===== src/rtl/irq_stat_pkg.sv =====
package irq_stat_pkg;

    localparam int REG_W = 8;
    typedef logic [REG_W-1:0] reg_t;

    localparam int BIT_SIG_REFILL = 7;
    localparam int BIT_RX_OVFL    = 6;
    localparam int BIT_TX_DONE    = 5;
    localparam int BIT_TX_UNDER   = 4;
    localparam int BIT_TX_BLOCK   = 3;
    localparam int BIT_LINE_CHG   = 2;
    localparam int BIT_TX_READY   = 1;

    // Implemented bits; bit 0 is unimplemented
    localparam reg_t IMPL_BITS = reg_t'((1 << BIT_SIG_REFILL) | (1 << BIT_RX_OVFL)
                                      | (1 << BIT_TX_DONE)    | (1 << BIT_TX_UNDER)
                                      | (1 << BIT_TX_BLOCK)   | (1 << BIT_LINE_CHG)
                                      | (1 << BIT_TX_READY));

    typedef enum logic [1:0] {
        SEL_NONE = 2'd0,
        SEL_STAT = 2'd1,
        SEL_MASK = 2'd2
    } sel_e;

    typedef struct packed {
        logic rd;
        logic wr;
        sel_e sel;
    } access_t;

    // Events allowed into the status register this cycle
    function automatic reg_t accept_events(reg_t ev, reg_t mask, logic keep_masked);
        reg_t gate;
        gate = keep_masked ? '1 : ~mask;
        return ev & IMPL_BITS & gate;
    endfunction

    // Bits allowed to reach the interrupt line
    function automatic logic any_pending(reg_t stat, reg_t mask);
        return |(stat & ~mask);
    endfunction

endpackage


===== src/rtl/irq_bus_decode.sv =====
module irq_bus_decode
    import irq_stat_pkg::*;
#(
    parameter int              ADDR_W    = 8,
    parameter logic [ADDR_W-1:0] STAT_ADDR = ADDR_W'('h69),
    parameter logic [ADDR_W-1:0] MASK_ADDR = ADDR_W'('h6A)
) (
    input  logic [ADDR_W-1:0] addr_i,
    input  logic              rd_i,
    input  logic              wr_i,
    output access_t           acc_o
);
    always_comb begin
        acc_o.rd = rd_i;
        acc_o.wr = wr_i;
        if (addr_i == STAT_ADDR)      acc_o.sel = SEL_STAT;
        else if (addr_i == MASK_ADDR) acc_o.sel = SEL_MASK;
        else                          acc_o.sel = SEL_NONE;
    end
endmodule


===== src/rtl/irq_mask_reg.sv =====
module irq_mask_reg
    import irq_stat_pkg::*;
(
    input  logic clk,
    input  logic rst,
    input  logic wr_en_i,
    input  reg_t wdata_i,
    output reg_t mask_o
);
    reg_t mask_q;

    always_ff @(posedge clk) begin
        if (rst)          mask_q <= '1;
        else if (wr_en_i) mask_q <= wdata_i;
    end

    assign mask_o = mask_q;

    // mask only moves on its own write
    p_mask_hold_r10: assert property (@(posedge clk) disable iff (rst)
        !wr_en_i |=> $stable(mask_q));
    p_mask_load_r10: assert property (@(posedge clk) disable iff (rst)
        wr_en_i |=> (mask_q == $past(wdata_i)));
endmodule


===== src/rtl/irq_latch.sv =====
module irq_latch
    import irq_stat_pkg::*;
(
    input  logic clk,
    input  logic rst,
    input  reg_t set_i,
    input  logic clr_i,
    output reg_t stat_o
);
    reg_t stat_q;

    for (genvar b = 0; b < REG_W; b++) begin : g_bit
        if (IMPL_BITS[b]) begin : g_impl
            always_ff @(posedge clk) begin
                if (rst) stat_q[b] <= 1'b0;
                else     stat_q[b] <= set_i[b] | (stat_q[b] & ~clr_i);
            end
        end else begin : g_rsvd
            assign stat_q[b] = 1'b0;
        end
    end

    assign stat_o = stat_q;

    // set bits stay set unless cleared
    p_sticky_r2: assert property (@(posedge clk) disable iff (rst)
        !clr_i |=> ((stat_q & $past(stat_q)) == $past(stat_q)));
    // a clear with no new events empties the register
    p_clear_r7: assert property (@(posedge clk) disable iff (rst)
        (clr_i && (set_i == '0)) |=> (stat_q == '0));
    // events coinciding with a clear survive it
    p_keep_on_clear_r8: assert property (@(posedge clk) disable iff (rst)
        clr_i |=> ((stat_q & $past(set_i)) == $past(set_i)));
    // unimplemented bit never set
    p_rsvd_zero_r11: assert property (@(posedge clk) disable iff (rst)
        stat_q[0] == 1'b0);
endmodule


===== src/rtl/irq_status_block.sv =====
module irq_status_block
    import irq_stat_pkg::*;
#(
    parameter int              ADDR_W    = 8,
    parameter logic [ADDR_W-1:0] STAT_ADDR = ADDR_W'('h69),
    parameter logic [ADDR_W-1:0] MASK_ADDR = ADDR_W'('h6A)
) (
    input  logic              clk,
    input  logic              rst,
    input  logic [7:0]        evt_i,
    input  logic              latch_masked_i,
    input  logic [ADDR_W-1:0] bus_addr_i,
    input  logic              bus_rd_i,
    input  logic              bus_wr_i,
    input  logic [7:0]        bus_wdata_i,
    output logic [7:0]        bus_rdata_o,
    output logic              irq_o,
    output logic              summary_o
);
    access_t acc;
    reg_t    mask;
    reg_t    stat;
    reg_t    accepted;
    reg_t    rdata_q;
    logic    clr_stat;
    logic    mask_wr;
    logic    pending;

    irq_bus_decode #(
        .ADDR_W    (ADDR_W),
        .STAT_ADDR (STAT_ADDR),
        .MASK_ADDR (MASK_ADDR)
    ) u_dec (
        .addr_i (bus_addr_i),
        .rd_i   (bus_rd_i),
        .wr_i   (bus_wr_i),
        .acc_o  (acc)
    );

    assign clr_stat = acc.rd && (acc.sel == SEL_STAT);
    assign mask_wr  = acc.wr && (acc.sel == SEL_MASK);
    assign accepted = accept_events(evt_i, mask, latch_masked_i);

    irq_mask_reg u_mask (
        .clk     (clk),
        .rst     (rst),
        .wr_en_i (mask_wr),
        .wdata_i (bus_wdata_i),
        .mask_o  (mask)
    );

    irq_latch u_latch (
        .clk    (clk),
        .rst    (rst),
        .set_i  (accepted),
        .clr_i  (clr_stat),
        .stat_o (stat)
    );

    always_ff @(posedge clk) begin
        if (rst) begin
            rdata_q <= '0;
        end else if (acc.rd) begin
            unique case (acc.sel)
                SEL_STAT: rdata_q <= stat;
                SEL_MASK: rdata_q <= mask;
                default:  rdata_q <= '0;
            endcase
        end else begin
            rdata_q <= '0;
        end
    end

    assign pending     = any_pending(stat, mask);
    assign irq_o       = pending;
    assign summary_o   = pending;
    assign bus_rdata_o = rdata_q;

    // with visibility off, no masked bit becomes newly set
    p_drop_masked_r3: assert property (@(posedge clk) disable iff (rst)
        !latch_masked_i |=> ((stat & ~$past(stat) & $past(mask)) == '0));
    // the interrupt line is never driven by masked-only status
    p_irq_unmasked_only_r5: assert property (@(posedge clk) disable iff (rst)
        ((stat & ~mask) == '0) |-> !irq_o);
    // summary bit never driven by masked-only status
    p_summary_unmasked_only_r6: assert property (@(posedge clk) disable iff (rst)
        ((stat & ~mask) == '0) |-> !summary_o);
    // read of status clears it unless events arrive
    p_read_data_r7: assert property (@(posedge clk) disable iff (rst)
        (clr_stat && (accepted == '0)) |=> (stat == '0));
endmodule


===== config.mk =====
export PLATFORM = sky130hd
export DESIGN_NAME = irq_status_block
export DESIGN_NICKNAME = d
export VERILOG_FILES = /design/src/rtl/irq_stat_pkg.sv /design/src/rtl/irq_bus_decode.sv /design/src/rtl/irq_mask_reg.sv /design/src/rtl/irq_latch.sv /design/src/rtl/irq_status_block.sv
export SDC_FILE = /design/constraint.sdc
export NUM_CORES = 1
export LEC_CHECK = 0
export CAP_MARGIN = 25
export CORE_MARGIN = 5
export CORE_UTILIZATION = 60
export CTS_BUF_LIST = sky130_fd_sc_hd__clkbuf_4 sky130_fd_sc_hd__clkbuf_8
export CTS_CLUSTER_DIAMETER = 150
export DETAILED_ROUTE_END_ITERATION = 8
export DONT_BUFFER_PORTS = 1
export GPL_TIMING_DRIVEN = 0
export PLACE_DENSITY = 0.76
export SLEW_MARGIN = 20
export SYNTH_ARGS = -nofsm -noshare
export SYNTH_HDL_FRONTEND = slang
export SYNTH_HIERARCHICAL = 1
export SYNTH_SLANG_ARGS = --single-unit

===== constraint.sdc =====
create_clock -name clk -period 2.2 [get_ports clk]
set_input_delay 0.22 -clock clk [delete_from_list [all_inputs] [get_ports clk]]
set_output_delay 0.22 -clock clk [all_outputs]
set_load 0.05 [all_outputs]

== Yosys cells after proc, flatten, opt, wreduce, memory -nomap -nowiden ==
Index checks and enable logic that the tools add are counted.
Widths: inputs -> output; s select.

* Equality and inequality tests: 4
* Mux-type cells: 4
* Bitwise logic cells: 19
* Reductions and logical operators: 4

{| class="wikitable"
|+ Operators by type and width
! kind !! count
|-
| $and 8x8->8 || 2
|-
| $eq 8x7->1 const B || 2
|-
| $pmux 8 s2 || 1
|-
| $mux 8 || 1
|-
| $not 8->8 || 1
|-
| $reduce_or 8->1 || 1
|-
| $and 1x1->1 || 7
|-
| $or 1x1->1 || 7
|-
| $mux 2 || 2
|-
| $eq 2x1->1 const B || 1
|-
| $eq 2x2->1 const B || 1
|-
| $logic_and 1x1->1 || 2
|-
| $not 1->1 || 2
|-
| $reduce_or 2->1 || 1
|}

* Flip-flop bits (word level): 23
* Input bits: 29
* Logic and storage cells: 40

== Logic depth before layout (Yosys ltp) ==
Gate-level depths: netlist of run 1.

* Depth in word-level cells: 8
* Depth in mapped cells: 9
* Gate-level depth less buffers: 7

== Hierarchy ==
Netlist of run 1, hierarchy kept.

{| class="wikitable"
|+ By module, submodules not included
! module !! times used !! cells an instance !! area an instance (um^2)
|-
| irq_status_block || 1 || 57 || 446.7
|-
| irq_mask_reg || 1 || 26 || 302.8
|-
| irq_latch || 1 || 30 || 256.5
|-
| irq_bus_decode || 1 || 7 || 57.6
|}

== Worst setup path before layout of run 1 ==
Ideal clock, no wire load.

* Path kind: in2reg
* Start point: input bus_addr_i[7]
* End point: register u_mask.mask_q[4] (netlist: u_mask/mask_o[4])
* Setup time: 0.120 ns
* Arrival: 1.831 ns
* Data required time: 2.080 ns
* Slack: 0.249 ns
* Stages: 8
* Path through: nand4bb_1 > nor4_1 > ha_1 > clkbuf_1 > and2_1 > buf_6 > nor2b_1 > a211o_1

{| class="wikitable"
|+ RTL lines
! element !! line !! RTL
|-
| start: declaration || irq_status_block.sv:12 || <nowiki>input logic [ADDR_W-1:0] bus_addr_i,</nowiki>
|-
| end signal: assignment || irq_mask_reg.sv:14 || <nowiki>else if (wr_en_i) mask_q <= wdata_i;</nowiki>
|-
| end: declaration || irq_mask_reg.sv:10 || <nowiki>reg_t mask_q;</nowiki>
|}

== Worst setup path in the final report of run 1 ==
* Start point: register u_mask.mask_q[7] (netlist: u_mask/mask_o[7])
* End point: output summary_o

* Cells in the longest elaborated chain, start to end: 3

{| class="wikitable"
|+ Ends and longest elaborated chain
! element !! line !! RTL
|-
| $not 8->8 || irq_stat_pkg.sv:41 || <nowiki>return |(stat & ~mask);</nowiki>
|-
| $and 8x8->8 || irq_stat_pkg.sv:41 ||
|-
| $reduce_or 8->1 || irq_stat_pkg.sv:41 ||
|-
| end: declaration || irq_status_block.sv:18 || <nowiki>output logic summary_o</nowiki>
|}

Every way passes these cells.

==> flow_metrics.py, run 1 <==
metrics = {
    "status": {
        "status": "complete, no violations",
    },
    "yosys": {
        "synth_warnings": 6,
        "synth_area_um2": 1060,
        "synthCells": 119,
        "synth_nets": 150,
        "syn_avg_cell_area_um2": 8.906,
    },
    "power": {
        "p_int_mw": 0.5280,
        "p_seq_share_pct": 64.3,
        "p_leak_nw": 0.4036,
        "finalPower_mw": 0.6732,
        "powerDensity_nw_per_um2": 593.2,
        "comb_power_share_pct": 5.7,
        "switching_share_pct": 21.57,
        "clkPwrFrac_pct": 30.1,
        "ir_drop_uv": 495.5,
        "p_sw_mw": 0.1452,
    },
    "sta": {
        "drv_slew": 0,
        "layout_setup_ws_ns": 0.2722,
        "hold_viol": 0,
        "rsz0062_at_grt": "no",
        "setup_violations": 0,
        "fin_crit_ns": 1.928,
        "fin_crit_sh_pct": 87.63,
        "fmax_ghz": 0.5187,
        "skew_ns": 0.003543,
    },
    "placed_design": {
        "place_area_um2": 1091,
        "place_inst": 144,
        "finalWeightedCongestion": 0.6972,
        "hpwl_um": 1536,
        "place_ws_ns": -0.07755,
        "io_buffers": 0,
    },
    "cts": {
        "numCtsBuffers": 3,
        "clock_latency_ns": 0.31,
        "cts.path.max_buffers": 2,
        "clk_pin_slew_worst_paths_ns": 0.12,
        "clock_sinks": 23,
        "cts.htree.levels": 1,
        "cts_tree": "yes",
        "root_buffer": "clkbuf_4",
        "post_cts_buffers": 0,
    },
    "setup_path": {
        "timing.rr.end": "u_mask/mask_o[5]$_SDFFE_PP1P_",
        "start_kind": "flop",
        "crit_type": "reg2out",
        "crit_arrival_ns": 1.71,
        "rr_startpoint": "u_mask/mask_o[5]$_SDFFE_PP1P_",
        "crit_path_cell_trace": "o22ai_1, or4_4, buf_4",
        "cp-startpoint": "u_mask/mask_o[7]$_SDFFE_PP1P_",
        "crit_family": "simple AND/OR/NAND/NOR gates",
        "crit_buf_inv": 1,
        "max_stage_delay_ns": 0.66,
        "cp.depth": 3,
        "endpoint": "summary_o",
        "slowest_stage": "or4_4",
        "crit_path_end_kind": "primary output",
        "rrSetupSlack_ns": 1.33,
        "reg2reg_depth": 2,
        "critical_path.max_fanout": 4,
        "critical_path_required_ns": 1.98,
    },
    "drt": {
        "drc_errors": 0,
        "wl_um": 1978,
        "initialDrtViolationCount": 10,
        "dr.pass1.iters": 4,
        "via_count": 789,
        "via_per_inst": 5.295,
        "wl_per_cell_um": 13.28,
        "ant_nets": 0,
    },
    "floorplan": {
        "design.die.area_um2": 2707,
        "die_height_um": 52.03,
        "die_x_um": 52.03,
        "num_io_pins": 39,
        "start_util_pct": 62.05,
        "fp.coreArea_um2": 1708,
        "rows": 15,
    },
    "finish": {
        "fin_util_pct": 66.45,
        "instances_no_fill": 149,
        "drive_gt1_share_pct": 14.52,
        "fin_nets": 156,
        "antenna_cells": 0,
        "area_delta_synth_final_pct": 7.084,
        "design_area_um2": 1135,
    },
    "global_route": {
        "antenna_found_initial": 0,
        "track_usage_pct": 16.36,
        "grt_pass1_wl_um": 3215,
        "grt_pass1_vias": 756,
        "grt-ovfl-total": 0,
        "grt_max_degree": 13,
    },
    "hold_path": {
        "min-delay-path-class": "in2reg",
    },
    "flow_run": {
        "max_cap_viol_count": 0,
    },
}
==> layer usage <==
layer	wire, um	vias up	track usage (%)
met4	34	0	6.550
met1	810	347	17.35
met2	938	31	28.24
met3	195	5	6.877
li1	-	406	-
met5	0	-	0
==> what timing repair did <==
| item | CTS | global route |
|---|---|---|
| hold buffers | 1 | 0 |
| gates resized for setup | 0 | 1 |
| setup endpoints to repair | 0 | 1 |
| hold endpoints to repair | 7 | 0 |
==> stage by stage <==
stage / hold slack (ns) / TNS (ns)
floorplan: 0.2891 / 0
global placement: 0.2903 / 0
detailed placement: 0.2935 / -0.1284
CTS: 0.01654 / 0
global route: 0.007271 / 0
finish: 0.02774 / 0
==> worst reg2reg max path, cell delays in order (launching register included) <==
cell,delay [ns]
dfxtp_1,0.36
nor2b_1,0.14
a211o_2,0.27
==> sequential cells by signal, indices dropped and copies added, names as in the netlist <==
| signal | cells |
|---|---|
| bus_rdata_o | 8 |
| u_mask/mask_o | 8 |
| u_latch/stat_o | 7 |
==> worst min path at each step <==
stage	startpoint	endpoint	slack, ns	cells after the start
2_1_floorplan	rst	u_latch/stat_o[1]$_SDFF_PP0_	0.29	1
3_3_place_gp	rst	u_latch/stat_o[4]$_SDFF_PP0_	0.29	1
3_5_place_dp	rst	u_latch/stat_o[1]$_SDFF_PP0_	0.29	1
4_1_cts	bus_wdata_i[6]	u_mask/mask_o[6]$_SDFFE_PP1P_	0.02	1
5_1_grt	bus_wdata_i[7]	u_mask/mask_o[7]$_SDFFE_PP1P_	0.007	1
6_report	bus_wdata_i[0]	u_mask/mask_o[0]$_SDFFE_PP1P_	0.03	1
==> power groups by stage <==
stage          clock (mW)  combinational [mW]  sequential [mW]
6_report            0.202              0.0381            0.433
5_1_grt             0.229              0.0431            0.435
4_1_cts             0.210              0.0377            0.433
3_5_place_dp            0              0.0346            0.442
3_3_place_gp            0              0.0334            0.441
2_1_floorplan           0              0.0308            0.441
==> final cells by class <==
cell class | count | area, um^2
Inverter | 19 | 71.32
Tap cell | 25 | 31.28
Timing Repair Buffer | 1 | 10.01
Sequential cell | 23 | 460.4
Multi-Input combinational cell | 68 | 474.2
Fill cell | 154 | 573.1
Buffer | 9 | 57.56
Clock buffer | 4 | 30.03
==> layout by cell type, fill, tap and decap left out, types with 2 or more instances in the layout <==
| cell | instances |
|---|---|
| nand2b_1 | 8 |
| o22ai_1 | 4 |
| a211o_1 | 2 |
| a21oi_1 | 7 |
| clkbuf_4 | 4 |
| a21boi_0 | 7 |
| dfxtp_1 | 23 |
| buf_4 | 4 |
| nor2_1 | 8 |
| inv_1 | 19 |
| clkbuf_1 | 2 |
| nor2b_1 | 8 |
| and2_1 | 2 |
| ha_1 | 2 |
| a22oi_1 | 8 |
| a211o_2 | 6 |
No activity file was read; power rests on OpenSTA's default activity.
==> run 2: changes to the inputs <==
Settings changed: ABC_AREA set to 1, CORE_MARGIN 5 to not set.
==> run 2 against run 1 <==
Compared with the run above:
- clock skew is essentially flat
- die area is 27% lower
- global-route usage rose by 5.1 points
- area after synthesis rose by 2.7%
- maximum frequency rose by 6.0%
- synthesized cell count grew 33%
- total power is 2.1% lower
- cell count increased by 26%
- largest cell class unchanged
==> flow_metrics.py, run 2 <==
metrics = {
    "cts": {
        "cts.htree.levels": 1,
        "root_buffer": "clkbuf_4",
        "clk_pin_slew_worst_paths_ns": 0.12,
        "ctsHoldBuffers": 1,
        "cts_tree": "yes",
        "post_cts_resize_count": 0,
        "numCtsBuffers": 3,
        "clock_latency_ns": 0.30,
        "cts.path.max_buffers": 2,
        "post_cts_buffers": 0,
        "clock_sinks": 23,
    },
    "drt": {
        "drc_errors": 0,
        "wl_um": 1874,
        "via_count": 888,
        "ant_nets": 0,
        "wl_per_cell_um": 9.968,
        "dr.pass1.iters": 4,
        "via_per_inst": 4.723,
        "initialDrtViolationCount": 13,
    },
    "power": {
        "comb_power_share_pct": 5.7,
        "p_int_mw": 0.5105,
        "p_seq_share_pct": 65.7,
        "powerDensity_nw_per_um2": 569.4,
        "p_sw_mw": 0.1485,
        "ir_drop_uv": 373.9,
        "p_leak_nw": 0.6120,
        "switching_share_pct": 22.53,
        "clkPwrFrac_pct": 28.6,
    },
    "setup_path": {
        "cp_common_cell": "nand2_1",
        "crit_family": "simple AND/OR/NAND/NOR gates",
        "reg2reg_depth": 3,
        "crit_buf_inv": 2,
        "critical_path_required_ns": 1.98,
        "max_stage_delay_ns": 0.40,
        "cp.depth": 6,
        "critical_path.max_fanout": 4,
        "crit_path_cell_trace": "inv_1, nand2_1, nand2_1, nor2_1, nand2_1, buf_4",
        "slowest_stage": "dfxtp_1",
        "crit_arrival_ns": 1.60,
        "start_kind": "flop",
        "crit_path_end_kind": "primary output",
        "crit_type": "reg2out",
    },
    "status": {
        "status": "complete, no violations",
    },
    "finish": {
        "drive_gt1_share_pct": 9.202,
        "final_cell_mix": "nand2_1 (58), inv_1 (26), dfxtp_1 (23)",
        "antenna_cells": 0,
        "fin_nets": 195,
        "area_delta_synth_final_pct": 6.322,
        "layout_commonest_cell": "nand2_1",
    },
    "floorplan": {
        "design.die.area_um2": 1989,
        "rows": 15,
        "num_io_pins": 39,
        "die_height_um": 44.60,
        "die_x_um": 44.60,
        "fp.coreArea_um2": 1708,
        "start_util_pct": 63.74,
    },
    "sta": {
        "rsz0062_at_grt": "no",
        "skew_ns": 0.003531,
        "fmax_ghz": 0.5501,
        "setup_violations": 0,
        "setup_tns_ns": 0,
        "holdWs_ns": 0.03196,
        "fin_crit_ns": 1.818,
        "drv_slew": 0,
        "hold_viol": 0,
        "fin_crit_sh_pct": 82.63,
    },
    "global_route": {
        "grt_pass1_wl_um": 3125,
        "grt_pass1_vias": 752,
        "track_usage_pct": 21.46,
        "antenna_found_initial": 0,
        "grt-ovfl-total": 0,
        "grt_max_degree": 14,
        "gr-usage-met1_pct": 27.54,
        "use_met3_pct": 4.490,
        "top_usage_layer": "met2",
        "met2_usage_pct": 35.29,
    },
    "flow_run": {
        "max_cap_viol_count": 0,
    },
    "hold_path": {
        "min_delay_path_depth": 2,
        "min-delay-path-class": "in2reg",
    },
    "yosys": {
        "synthCells": 158,
        "synth_warnings": 6,
        "syn_avg_cell_area_um2": 6.890,
        "synth_area_um2": 1089,
        "synth_nets": 189,
    },
    "placed_design": {
        "finalWeightedCongestion": 0.7784,
        "io_buffers": 0,
        "hpwl_um": 1427,
    },
}
## run 2: layer usage
| metal | part of all wire, % | vias up |
|---|---|---|
| met4 | 0.64 | 0 |
| met1 | 48 | 367 |
| met3 | 6.2 | 2 |
| met5 | 0 | - |
| li1 | - | 486 |
| met2 | 46 | 33 |
## run 2: area by class of cell
type / instances / area (um^2)
fillers: 154 / 550.5
multi-input cells: 100 / 466.7
flip-flops and latches: 23 / 460.4
inverters: 28 / 105.1
plain buffers: 7 / 56.30
well taps: 25 / 31.28
clock buffers: 3 / 22.52
repair buffers: 1 / 10.01
clock inverters: 1 / 5.005
## run 2: worst paths after layout
check,from,endpoint,slack (ns)
max,u_mask/mask_o[2]$_SDFFE_PP1P_,summary_o,0.38
min,bus_wdata_i[0],u_mask/mask_o[0]$_SDFFE_PP1P_,0.03
max reg2reg,u_mask/mask_o[2]$_SDFFE_PP1P_,u_latch/stat_o[2]$_SDFF_PP0_,1.40
min reg2reg,u_latch/stat_o[3]$_SDFF_PP0_,bus_rdata_o[3]$_SDFF_PP0_,0.48
## run 2: power groups by stage
stage | Combinational (mW) | Clock [mW] | Sequential, mW
6_report | 0.0374 | 0.189 | 0.433
5_1_grt | 0.0433 | 0.210 | 0.434
4_1_cts | 0.0377 | 0.194 | 0.433
3_5_place_dp | 0.0338 | 0 | 0.442
3_3_place_gp | 0.0323 | 0 | 0.442
2_1_floorplan | 0.0298 | 0 | 0.440
## run 2: per-stage QoR
| step | instances | area (um^2) | setup slack [ns] | power [mW] | util, % |
|---|---|---|---|---|---|
| after floorplan | 158 | 1089 | 0.8076 | 0.4702 | - |
| final | 188 | 1157 | 0.3822 | 0.6590 | 67.77 |
| after global routing | 188 | 1157 | 0.2804 | 0.6875 | 67.77 |
| after global placement | 183 | 1120 | 0.7247 | 0.4740 | 65.57 |
| after CTS | 188 | 1157 | 0.3717 | 0.6647 | 67.77 |
| after detailed placement | 183 | 1120 | 0.7284 | 0.4758 | 65.57 |
==> run 3: changes to the inputs <==
Settings changed: ABC_AREA 1 to 0, CORE_UTILIZATION 60 to 58.
Clock period 2.2 ns to 1.6 ns, I/O delays scaled along.
==> run 3 against run 2 <==
Compared with the run above:
- the run now ends with setup timing left
- clock power is 49% higher
- sequential share of layout area is 4.7 points lower
- register-to-register slack worse by 0.78 ns
- combinational power is 130% higher
- critical path depth is 3 lower
- via count is 4.8% lower
- utilization is 10 points higher
- first-iteration DRC count is 15% lower
==> flow_metrics.py, run 3 (synthesis results as in run 1) <==
metrics = {
    "drt": {
        "via_per_inst": 5.184,
        "drc_errors": 0,
        "ant_nets": 0,
        "initialDrtViolationCount": 11,
        "wl_um": 2258,
        "dr.pass1.iters": 4,
        "via_count": 845,
        "wl_per_cell_um": 13.85,
    },
    "placed_design": {
        "finalWeightedCongestion": 0.7406,
        "io_buffers": 0,
        "place_inst": 144,
        "hpwl_um": 1403,
        "place_area_um2": 1147,
    },
    "cts": {
        "root_buffer": "clkbuf_4",
        "numCtsBuffers": 3,
        "cts.htree.levels": 1,
        "clock_sinks": 23,
        "cts_tree": "yes",
        "clock_latency_ns": 0.32,
        "clk_pin_slew_worst_paths_ns": 0.13,
        "cts.path.max_buffers": 2,
    },
    "setup_path": {
        "crit_arrival_ns": 1.64,
        "critical_path.max_fanout": 2,
        "critical_path_required_ns": 1.44,
        "crit_family": "simple AND/OR/NAND/NOR gates",
        "crit_buf_inv": 1,
        "slowest_stage": "or4_4",
        "crit_path_end_kind": "primary output",
        "max_stage_delay_ns": 0.66,
        "cp.depth": 3,
        "crit_type": "reg2out",
        "start_kind": "flop",
        "crit_path_cell_trace": "o22ai_2, or4_4, buf_8",
        "reg2reg_depth": 3,
        "rrSetupSlack_ns": 0.62,
    },
    "finish": {
        "area_delta_synth_final_pct": 26.68,
        "fin_nets": 170,
        "final_cell_mix": "inv_1 (16), dfxtp_1 (15), buf_4 (9), dlygate4sd3_1 (9)",
        "layout_commonest_cell": "inv_1",
        "instances_no_fill": 163,
        "design_area_um2": 1343,
        "antenna_cells": 0,
        "fillers": 129,
        "drive_gt1_share_pct": 30.43,
    },
    "global_route": {
        "track_usage_pct": 25.46,
        "antenna_found_initial": 0,
        "grt_pass1_wl_um": 3588,
        "grt_max_degree": 15,
        "grt_pass1_vias": 816,
        "grt-ovfl-total": 0,
    },
    "power": {
        "ir_drop_uv": 566.0,
        "comb_power_share_pct": 8.9,
        "powerDensity_nw_per_um2": 717.2,
        "p_sw_mw": 0.2311,
        "finalPower_mw": 0.9629,
        "switching_share_pct": 24.00,
        "p_seq_share_pct": 61.9,
        "p_leak_nw": 0.4817,
        "p_int_mw": 0.7318,
        "clkPwrFrac_pct": 29.2,
    },
    "sta": {
        "layout_setup_ws_ns": -0.2035,
        "rsz0062_at_grt": "yes",
        "setup_violations": 2,
        "fin_crit_sh_pct": 112.7,
        "fin_crit_ns": 1.803,
        "fmax_ghz": 0.5545,
        "hold_viol": 0,
        "skew_ns": 0.003151,
        "drv_slew": 0,
    },
    "floorplan": {
        "start_util_pct": 61.38,
        "design.die.area_um2": 2002,
        "rows": 15,
        "num_io_pins": 39,
        "fp.coreArea_um2": 1727,
        "die_height_um": 44.75,
        "die_x_um": 44.75,
    },
    "status": {
        "violations": "setup timing",
        "status": "finished, violations left",
    },
    "hold_path": {
        "min_delay_path_depth": 3,
        "min-delay-path-class": "in2reg",
    },
    "flow_run": {
        "max_cap_viol_count": 0,
    },
}
## run 3: what timing repair did
| item | in CTS | in global routing |
|---|---|---|
| hold buffers | 9 | 0 |
| setup endpoints to repair | 2 | 2 |
| endpoints found under the hold margin | 15 | 0 |
| setup buffers | 6 | 0 |
| pin swaps | 1 | 0 |
| resized for setup | 12 | 3 |
## run 3: worst paths after layout
path	start	endpoint
max	u_mask/mask_o[2]$_SDFFE_PP1P_	summary_o
min reg2reg	u_latch/stat_o[7]$_SDFF_PP0_	u_latch/stat_o[7]$_SDFF_PP0_
max reg2reg	u_mask/mask_o[3]$_SDFFE_PP1P_	u_mask/mask_o[3]$_SDFFE_PP1P_
min	evt_i[7]	u_latch/stat_o[7]$_SDFF_PP0_
## run 3: area by class of cell
class                   instances  area, um^2  share of cell area, %
plain buffers                   9       81.33                  6.058
clock buffers                   3       22.52                  1.678
repair buffers                 15       135.1                  10.07
well taps                      25       31.28                  2.330
flip-flops and latches         23       470.5                  35.04
inverters                      19       71.32                  5.312
multi-input cells              68       523.0                  38.96
clock inverters                 1       7.507                 0.5592
## run 3: power by group through the flow
stage | logic [mW] | clock network (mW) | registers (mW)
after floorplan | 0.0472 | 0 | 0.606
after global placement | 0.0507 | 0 | 0.607
after detailed placement | 0.0523 | 0 | 0.608
after CTS | 0.0824 | 0.288 | 0.595
after global routing | 0.0951 | 0.306 | 0.597
final | 0.0862 | 0.281 | 0.596
## run 3: layer usage
metal / vias up / wire, um / GRT usage (%) / part of all wire, %
met3: 4 / 77 / 5.600 / 3.4
met5: - / 0 / 0 / 0
li1: 432 / - / - / -
met4: 0 / 21 / 9.091 / 0.93
met2: 31 / 1189 / 44.71 / 53
met1: 378 / 969 / 30.50 / 43
## run 3: tightest hold or removal path: stages
cell and delay [ns]:
a21boi_0 0.10, inv_1 0.05, a21oi_1 0.05
## run 3: metrics by stage
stage	setup slack, ns	hold slack (ns)	utilization [%]	setup TNS (ns)
2_1_floorplan	-0.1624	0.2291	-	-1.583
3_3_place_gp	-0.2209	0.2303	66.45	-3.428
3_5_place_dp	-0.2435	0.2325	66.45	-4.080
4_1_cts	-0.1924	0.05268	77.39	-0.1924
5_1_grt	-0.2445	0.04717	77.75	-0.2838
6_report	-0.2035	0.06490	77.75	-0.2036
